`src/rtl/mesi_pkg.sv`:
```
package mesi_pkg;

  typedef enum logic [1:0] {
    LN_I = 2'd0,
    LN_S = 2'd1,
    LN_E = 2'd2,
    LN_M = 2'd3
  } line_st_t;

  typedef enum logic [1:0] {
    OP_LOAD  = 2'd0,
    OP_STORE = 2'd1,
    OP_CAS   = 2'd2,
    OP_FADD  = 2'd3
  } op_t;

  typedef enum logic [1:0] {
    BK_NONE   = 2'd0,
    BK_SHARED = 2'd1,
    BK_OWN    = 2'd2,
    BK_UPG    = 2'd3
  } bus_kind_t;

  localparam logic SK_SHARE = 1'b0;
  localparam logic SK_OWN   = 1'b1;

endpackage

```
`src/rtl/mesi_line_store.sv`:
```
module mesi_line_store
  import mesi_pkg::*;
#(
  parameter int NLINES = 4,
  parameter int DATA_W = 16,
  localparam int IW = $clog2(NLINES)
) (
  input  logic                  clk,
  input  logic                  rst_n,
  input  logic [IW-1:0]         a_idx,
  output line_st_t              a_st,
  output logic [DATA_W-1:0]     a_dat,
  input  logic [IW-1:0]         b_idx,
  output line_st_t              b_st,
  output logic [DATA_W-1:0]     b_dat,
  input  logic                  snp_we,
  input  logic [IW-1:0]         snp_idx,
  input  line_st_t              snp_st,
  input  logic                  loc_st_we,
  input  logic                  loc_dat_we,
  input  logic [IW-1:0]         loc_idx,
  input  line_st_t              loc_st,
  input  logic [DATA_W-1:0]     loc_dat,
  output logic [2*NLINES-1:0]   st_flat
);

  line_st_t          st_q  [NLINES];
  logic [DATA_W-1:0] dat_q [NLINES];

  for (genvar g = 0; g < NLINES; g++) begin : g_line
    logic loc_sel, snp_sel;
    assign loc_sel = (loc_idx == IW'(g));
    assign snp_sel = (snp_idx == IW'(g));

    always_ff @(posedge clk or negedge rst_n) begin
      if (!rst_n) begin
        st_q[g]  <= LN_I;
        dat_q[g] <= '0;
      end else begin
        if (loc_st_we && loc_sel)      st_q[g] <= loc_st;
        else if (snp_we && snp_sel)    st_q[g] <= snp_st;
        if (loc_dat_we && loc_sel)     dat_q[g] <= loc_dat;
      end
    end

    assign st_flat[2*g +: 2] = st_q[g];
  end

  assign a_st  = st_q[a_idx];
  assign a_dat = dat_q[a_idx];
  assign b_st  = st_q[b_idx];
  assign b_dat = dat_q[b_idx];


  no_update_collision_chk: assert property (@(posedge clk) disable iff (!rst_n)
    !(loc_st_we && snp_we && (loc_idx == snp_idx)));

endmodule

```
`src/rtl/mesi_snoop_resp.sv`:
```
module mesi_snoop_resp
  import mesi_pkg::*;
#(
  parameter int DATA_W = 16
) (
  input  logic              snp_valid,
  input  logic              snp_kind,
  input  logic              lock_hit,
  input  line_st_t          line_st,
  input  logic [DATA_W-1:0] line_dat,
  output logic              stall,
  output logic              hit,
  output logic              dirty,
  output logic [DATA_W-1:0] rdat,
  output logic              upd_we,
  output line_st_t          upd_st
);

  function automatic line_st_t snoop_next(input logic kind);
    return (kind == SK_OWN) ? LN_I : LN_S;
  endfunction

  logic accept;

  assign accept = snp_valid && !lock_hit;
  assign stall  = snp_valid && lock_hit;
  assign hit    = accept && (line_st != LN_I);
  assign dirty  = accept && (line_st == LN_M);
  assign rdat   = dirty ? line_dat : '0;
  assign upd_we = hit;
  assign upd_st = snoop_next(snp_kind);

endmodule

```
`src/rtl/mesi_req_ctrl.sv`:
```
module mesi_req_ctrl
  import mesi_pkg::*;
#(
  parameter int NLINES = 4,
  parameter int DATA_W = 16,
  localparam int IW = $clog2(NLINES)
) (
  input  logic              clk,
  input  logic              rst_n,
  input  logic              req_valid,
  output logic              req_ready,
  input  logic [1:0]        req_op,
  input  logic [IW-1:0]     req_addr,
  input  logic [DATA_W-1:0] req_wdata,
  input  logic [DATA_W-1:0] req_cmp,
  output logic              rsp_done,
  output logic [DATA_W-1:0] rsp_rdata,
  output logic              bus_req_valid,
  output logic [1:0]        bus_req_kind,
  output logic [IW-1:0]     bus_req_addr,
  input  logic              bus_grant,
  input  logic              bus_fill_valid,
  input  logic [DATA_W-1:0] bus_fill_data,
  output logic [IW-1:0]     line_idx,
  input  line_st_t          cur_st,
  input  logic [DATA_W-1:0] cur_dat,
  output logic              loc_st_we,
  output line_st_t          loc_st,
  output logic              loc_dat_we,
  output logic [DATA_W-1:0] loc_dat,
  output logic              lock_active
);

  typedef enum logic [2:0] {
    RQ_IDLE, RQ_CHECK, RQ_BUS, RQ_EXEC, RQ_WR
  } rq_t;

  function automatic logic [DATA_W-1:0] rmw_value(
    input op_t op, input logic [DATA_W-1:0] old,
    input logic [DATA_W-1:0] wd, input logic [DATA_W-1:0] cmp);
    if (op == OP_FADD)      return old + wd;
    else if (op == OP_CAS)  return (old == cmp) ? wd : old;
    else                    return wd;
  endfunction

  function automatic logic rmw_writes(
    input op_t op, input logic [DATA_W-1:0] old, input logic [DATA_W-1:0] cmp);
    return (op == OP_FADD) || (old == cmp);
  endfunction

  rq_t               rq_q;
  op_t               op_q;
  logic [IW-1:0]     idx_q;
  logic [DATA_W-1:0] wd_q, cmp_q, old_q;

  logic      is_load, is_atomic, owned, need_bus, granted;
  bus_kind_t kind_w;

  assign is_load   = (op_q == OP_LOAD);
  assign is_atomic = (op_q == OP_CAS) || (op_q == OP_FADD);
  assign owned     = (cur_st == LN_E) || (cur_st == LN_M);
  assign need_bus  = is_load ? (cur_st == LN_I) : !owned;
  assign granted   = (rq_q == RQ_BUS) && bus_grant;

  always_comb begin
    if (rq_q != RQ_BUS)        kind_w = BK_NONE;
    else if (is_load)          kind_w = BK_SHARED;
    else if (cur_st == LN_S)   kind_w = BK_UPG;
    else                       kind_w = BK_OWN;
  end

  always_ff @(posedge clk or negedge rst_n) begin
    if (!rst_n) begin
      rq_q  <= RQ_IDLE;
      op_q  <= OP_LOAD;
      idx_q <= '0;
      wd_q  <= '0;
      cmp_q <= '0;
      old_q <= '0;
    end else begin
      case (rq_q)
        RQ_IDLE: if (req_valid) begin
          op_q  <= op_t'(req_op);
          idx_q <= req_addr;
          wd_q  <= req_wdata;
          cmp_q <= req_cmp;
          rq_q  <= RQ_CHECK;
        end
        RQ_CHECK: rq_q <= need_bus ? RQ_BUS : RQ_EXEC;
        RQ_BUS:   if (bus_grant) rq_q <= RQ_EXEC;
        RQ_EXEC: begin
          if (is_atomic) begin
            old_q <= cur_dat;
            rq_q  <= RQ_WR;
          end else begin
            rq_q <= RQ_IDLE;
          end
        end
        default: rq_q <= RQ_IDLE;
      endcase
    end
  end

  always_comb begin
    loc_st_we  = 1'b0;
    loc_st     = LN_I;
    loc_dat_we = 1'b0;
    loc_dat    = '0;
    if (granted) begin
      loc_st_we  = 1'b1;
      loc_st     = is_load ? LN_S : LN_E;
      loc_dat_we = bus_fill_valid && (kind_w != BK_UPG);
      loc_dat    = bus_fill_data;
    end else if (rq_q == RQ_EXEC && op_q == OP_STORE) begin
      loc_st_we  = 1'b1;
      loc_st     = LN_M;
      loc_dat_we = 1'b1;
      loc_dat    = wd_q;
    end else if (rq_q == RQ_WR && rmw_writes(op_q, old_q, cmp_q)) begin
      loc_st_we  = 1'b1;
      loc_st     = LN_M;
      loc_dat_we = 1'b1;
      loc_dat    = rmw_value(op_q, old_q, wd_q, cmp_q);
    end
  end

  assign req_ready     = (rq_q == RQ_IDLE);
  assign bus_req_valid = (rq_q == RQ_BUS);
  assign bus_req_kind  = kind_w;
  assign bus_req_addr  = idx_q;
  assign line_idx      = idx_q;
  assign rsp_done      = ((rq_q == RQ_EXEC) && !is_atomic) || (rq_q == RQ_WR);
  assign rsp_rdata     = (rq_q == RQ_WR) ? old_q : cur_dat;
  assign lock_active   = (rq_q == RQ_CHECK) || (rq_q == RQ_EXEC) || (rq_q == RQ_WR);


  upgrade_from_shared_chk: assert property (@(posedge clk) disable iff (!rst_n)
    (bus_req_valid && bus_req_kind == BK_UPG) |-> (cur_st == LN_S));


  commit_needs_owner_chk: assert property (@(posedge clk) disable iff (!rst_n)
    (loc_st_we && loc_st == LN_M) |-> (cur_st == LN_E || cur_st == LN_M));


  atomic_never_shared_chk: assert property (@(posedge clk) disable iff (!rst_n)
    (bus_req_valid && is_atomic) |-> (bus_req_kind != BK_SHARED));


  bus_req_hold_chk: assert property (@(posedge clk) disable iff (!rst_n)
    (bus_req_valid && !bus_grant) |=> (bus_req_valid && $stable(bus_req_addr)));

endmodule

```
`src/rtl/mesi_line_ctrl.sv`:
```
module mesi_line_ctrl
  import mesi_pkg::*;
#(
  parameter int NLINES = 4,
  parameter int DATA_W = 16,
  localparam int IW = $clog2(NLINES)
) (
  input  logic              clk,
  input  logic              rst_n,
  input  logic              req_valid,
  output logic              req_ready,
  input  logic [1:0]        req_op,
  input  logic [IW-1:0]     req_addr,
  input  logic [DATA_W-1:0] req_wdata,
  input  logic [DATA_W-1:0] req_cmp,
  output logic              rsp_done,
  output logic [DATA_W-1:0] rsp_rdata,
  output logic              bus_req_valid,
  output logic [1:0]        bus_req_kind,
  output logic [IW-1:0]     bus_req_addr,
  input  logic              bus_grant,
  input  logic              bus_fill_valid,
  input  logic [DATA_W-1:0] bus_fill_data,
  input  logic              snp_valid,
  input  logic              snp_kind,
  input  logic [IW-1:0]     snp_addr,
  output logic              snp_stall,
  output logic              snp_hit,
  output logic              snp_dirty,
  output logic [DATA_W-1:0] snp_data
);

  logic [IW-1:0]       line_idx;
  line_st_t            cur_st, snp_line_st, loc_st, snp_upd_st;
  logic [DATA_W-1:0]   cur_dat, snp_line_dat, loc_dat;
  logic                loc_st_we, loc_dat_we, snp_upd_we, lock_active, lock_hit;
  logic [2*NLINES-1:0] st_flat;

  assign lock_hit = lock_active && (line_idx == snp_addr);

  mesi_req_ctrl #(.NLINES(NLINES), .DATA_W(DATA_W)) u_req (
    .clk, .rst_n,
    .req_valid, .req_ready, .req_op, .req_addr, .req_wdata, .req_cmp,
    .rsp_done, .rsp_rdata,
    .bus_req_valid, .bus_req_kind, .bus_req_addr,
    .bus_grant, .bus_fill_valid, .bus_fill_data,
    .line_idx, .cur_st, .cur_dat,
    .loc_st_we, .loc_st, .loc_dat_we, .loc_dat,
    .lock_active
  );

  mesi_snoop_resp #(.DATA_W(DATA_W)) u_snp (
    .snp_valid, .snp_kind, .lock_hit,
    .line_st (snp_line_st),
    .line_dat(snp_line_dat),
    .stall   (snp_stall),
    .hit     (snp_hit),
    .dirty   (snp_dirty),
    .rdat    (snp_data),
    .upd_we  (snp_upd_we),
    .upd_st  (snp_upd_st)
  );

  mesi_line_store #(.NLINES(NLINES), .DATA_W(DATA_W)) u_store (
    .clk, .rst_n,
    .a_idx(line_idx), .a_st(cur_st), .a_dat(cur_dat),
    .b_idx(snp_addr), .b_st(snp_line_st), .b_dat(snp_line_dat),
    .snp_we(snp_upd_we), .snp_idx(snp_addr), .snp_st(snp_upd_st),
    .loc_st_we, .loc_dat_we, .loc_idx(line_idx), .loc_st, .loc_dat,
    .st_flat
  );

  logic          acc_q, acc_kind_q, acc_hit_q;
  logic [IW-1:0] acc_idx_q;
  logic [1:0]    acc_line_now;

  always_ff @(posedge clk or negedge rst_n) begin
    if (!rst_n) begin
      acc_q      <= 1'b0;
      acc_kind_q <= 1'b0;
      acc_hit_q  <= 1'b0;
      acc_idx_q  <= '0;
    end else begin
      acc_q      <= snp_valid && !snp_stall;
      acc_kind_q <= snp_kind;
      acc_hit_q  <= snp_hit;
      acc_idx_q  <= snp_addr;
    end
  end

  assign acc_line_now = st_flat[{acc_idx_q, 1'b0} +: 2];


  own_snoop_invalidates_chk: assert property (@(posedge clk) disable iff (!rst_n)
    (acc_q && acc_kind_q == SK_OWN) |-> (acc_line_now == LN_I));


  share_snoop_demotes_chk: assert property (@(posedge clk) disable iff (!rst_n)
    (acc_q && acc_kind_q == SK_SHARE && acc_hit_q) |-> (acc_line_now == LN_S));

endmodule

```
`config.mk`:
```
export PLATFORM = sky130hd
export DESIGN_NAME = mesi_line_ctrl
export DESIGN_NICKNAME = d
export VERILOG_FILES = /design/src/rtl/mesi_pkg.sv /design/src/rtl/mesi_line_store.sv /design/src/rtl/mesi_snoop_resp.sv /design/src/rtl/mesi_req_ctrl.sv /design/src/rtl/mesi_line_ctrl.sv
export SDC_FILE = /design/constraint.sdc
export NUM_CORES = 1
export LEC_CHECK = 0
export BUFFER_PORTS_ARGS = -buffer_cell sky130_fd_sc_hd__buf_2
export CORE_AREA = 2 2 119 121
export DETAILED_ROUTE_END_ITERATION = 7
export DIE_AREA = 0 0 121 123
export GPL_ROUTABILITY_DRIVEN = 1
export PLACE_DENSITY = 0.84
export SETUP_SLACK_MARGIN = 0.05
export SLEW_MARGIN = 25
export SYNTH_ARGS = -nofsm -noshare
export SYNTH_HDL_FRONTEND = slang
export SYNTH_HIERARCHICAL = 1
export SYNTH_SLANG_ARGS = --single-unit
```
`constraint.sdc`:
```
create_clock -name clk -period 3.55 [get_ports clk]
set_clock_uncertainty 0.05 [all_clocks]
set_input_delay 0.5325 -clock clk [delete_from_list [all_inputs] [get_ports clk]]
set_output_delay 0.5325 -clock clk [all_outputs]
set_load 0.005 [all_outputs]
```
==> impl_metrics.tcl <==
set metrics [dict create \
    status "completed" \
    fin_setup_tns_ps 0 \
    avgSynthCellArea_um2 11.5 \
    clock-root-buffer "clkbuf_16" \
    dpl.hpwl_um 14300 \
    clkTransAtPathRegs_ps 60 \
    setup_slack_ps 290 \
    die_h_um 123 \
    grt_pass1_wl_um 31800 \
    core_um2 13600 \
    ios 103 \
    fin_area_um2 9060 \
    arrival_ps 2680 \
    syn_nets 756 \
    std_cell_rows 43 \
    fmax_mhz 307 \
    yosys.area.top_type_share 0.407 \
    crit_slowest_cell "dfrtp_1" \
    synthFlopType "dfrtp_1" \
    post-route-min-period_ps 3260 \
    cts_buffers 17 \
    finalPower_mw 7.62 \
    htree_num_levels 4 \
    dr.first_iter.drc_count 626 \
    worstMarginPinSlew_ps 892 \
    crit_type "reg2out" \
    leakage_nw 4.40 \
    cp_top_family "simple AND/OR/NAND/NOR gates" \
    finalCritPeriodShare 0.918 \
    pre_cts_ws_ps 397 \
    hold_viol 0 \
    whs_ps 148 \
    slowest_delay_ps 490 \
    drive_gt1_frac 0.418 \
    final_cell_mix "dfrtp_1, mux2_2, buf_2, nand2_1, mux4_2" \
    fin_nets 851 \
    dr.pass1.iters 5 \
    grt_util_all_layers 0.282 \
    cp-start-kind "register" \
    detailed_place.area_um2 8430 \
    crit_buf_inv 2 \
    clkLatencyLatePin_ps 420 \
    die-area_um2 14900 \
    ys_seq_area_frac 0.407 \
    gp_congestion 0.913 \
    cts_setup_buffers 0 \
    yosysTopAreaCell "dfrtp_1" \
    report.final.slew_viol_count 0 \
    num_vias 6101 \
    wl_per_cell_um 21.0 \
    clkSinkCount 127 \
    grt_pass1_vias 5888 \
    fp.dieW_um 121 \
    ys_types 71 \
    cp_cell_sequence "or3b_1 > buf_4 > o21ai_0 > and3_1 > and4b_4 > and2_2 > buf_2" \
    synthTopCellsByArea "dfrtp_1, mux2_2, mux4_2" \
    ys_ff_latch 127 \
    synth_edf_count 0 \
    diodes 0 \
    hold_class "in2async" \
    required_ps 2970 \
    drt-total-wl_um 20300 \
    final_common_cell "dfrtp_1" \
    syn_area_um2 7800 \
    grt-ovfl-total 0 \
    drc 0 \
    synthCells 679 \
    cts_hold_buf 0 \
    viasPerCell 6.31 \
    ys_warn_count 6 \
    rsz0062_at_grt "false" \
    setup-violations-final 0 \
    grt_max_degree 68 \
    relSlewSlack 0.403 \
    areaGrowthSynthToFinish_pct 16.1 \
    cap_violations 0 \
    start_util 0.573 \
    crit_fanout 23 \
    p_per_area_nw_per_um2 841 \
    vdd_ir_drop_max_uv 394 \
    cts_tree "built" \
    endpoint_kind "output pin" \
    io_buffers 102 \
    antenna_found_initial 0 \
    ys_async_sr_fraction 1.00 \
    ant_nets 0 \
    cts_resized 0 \
    cts_buffer_depth 2 \
]
power breakdown:
part	leakage [nW]	switching [mW]	internal [mW]
clock network	0.300	0.657	1.19
logic	2.44	1.65	1.57
registers	1.66	0.566	1.99
Yosys cell counts, types with 9 or more instances:
| cell type | n |
|---|---|
| a21oi_1 | 23 |
| a22oi_1 | 13 |
| and2_2 | 17 |
| buf_2 | 14 |
| clkbuf_1 | 13 |
| dfrtp_1 | 127 |
| ha_1 | 15 |
| inv_1 | 15 |
| mux2_2 | 110 |
| mux2i_1 | 9 |
| mux4_2 | 36 |
| nand2_1 | 70 |
| nand3_1 | 9 |
| nor2_1 | 33 |
| nor3_1 | 9 |
| o21ai_0 | 16 |
| o21ai_1 | 14 |
| xnor2_1 | 10 |
| xor2_1 | 18 |
cell families (layout without fill, tap and decap cells):
group / Yosys count / after routing / synth area share
adders and majority gates: 16 / 16 / 0.0266
and+or+nand+nor: 189 / 189 / 0.129
buffers and inverters: 54 / 162 / 0.0359
AOI/OAI and AO/OA: 108 / 108 / 0.0930
DFF: 127 / 127 / 0.407
muxes: 156 / 156 / 0.276
xor gates and xnor gates: 28 / 28 / 0.0314
other: 1 / 1 / 0.000480
stage by stage:
step,cells,utilization
CTS,967,0.666
detailed placement,935,0.620
global placement,935,0.620
finish,967,0.666
global route,967,0.666
floorplan,679,-
sequential cells by signal, indices dropped and copies added, names as in the netlist:
register	flops
u_req/bus_req_addr	2
u_req/cmp_q	16
u_req/old_q	16
u_req/op_q	2
u_req/rq_q	3
u_req/wd_q	16
u_store/dat_q	64
u_store/st_flat	8
worst paths after layout:
check,startpoint,end,slack (ps),cells after the start
hold / removal,rst_n,u_store/st_flat[4],150,1
setup / recovery,u_req/rq_q[1],snp_data[1],290,7
setup reg to reg,u_req/old_q[9],u_store/dat_q[63],310,10
max in group asynchronous,rst_n,u_store/dat_q[15],2460,2
min in group clk,req_op[0],u_req/op_q[0],270,3
hold reg to reg,u_store/dat_q[8],u_store/dat_q[8],480,1
cell type report:
type	instances	area (um^2)
inverters	15	56.3
repair buffers	115	623
fillers	955	4550
clock inverters	13	188
flip-flops and latches	127	3180
clock buffers	19	443
multi-input cells	498	4350
well taps	180	225
metal layers:
| metal | up-vias | wire, um | GRT usage |
|---|---|---|---|
| li1 | 2685 | - | - |
| met1 | 3038 | 8030 | 0.386 |
| met2 | 315 | 9930 | 0.446 |
| met3 | 63 | 1720 | 0.0567 |
| met4 | 0 | 610 | 0.109 |
| met5 | - | 0 | 0 |
(Power assumes the default switching activity.)
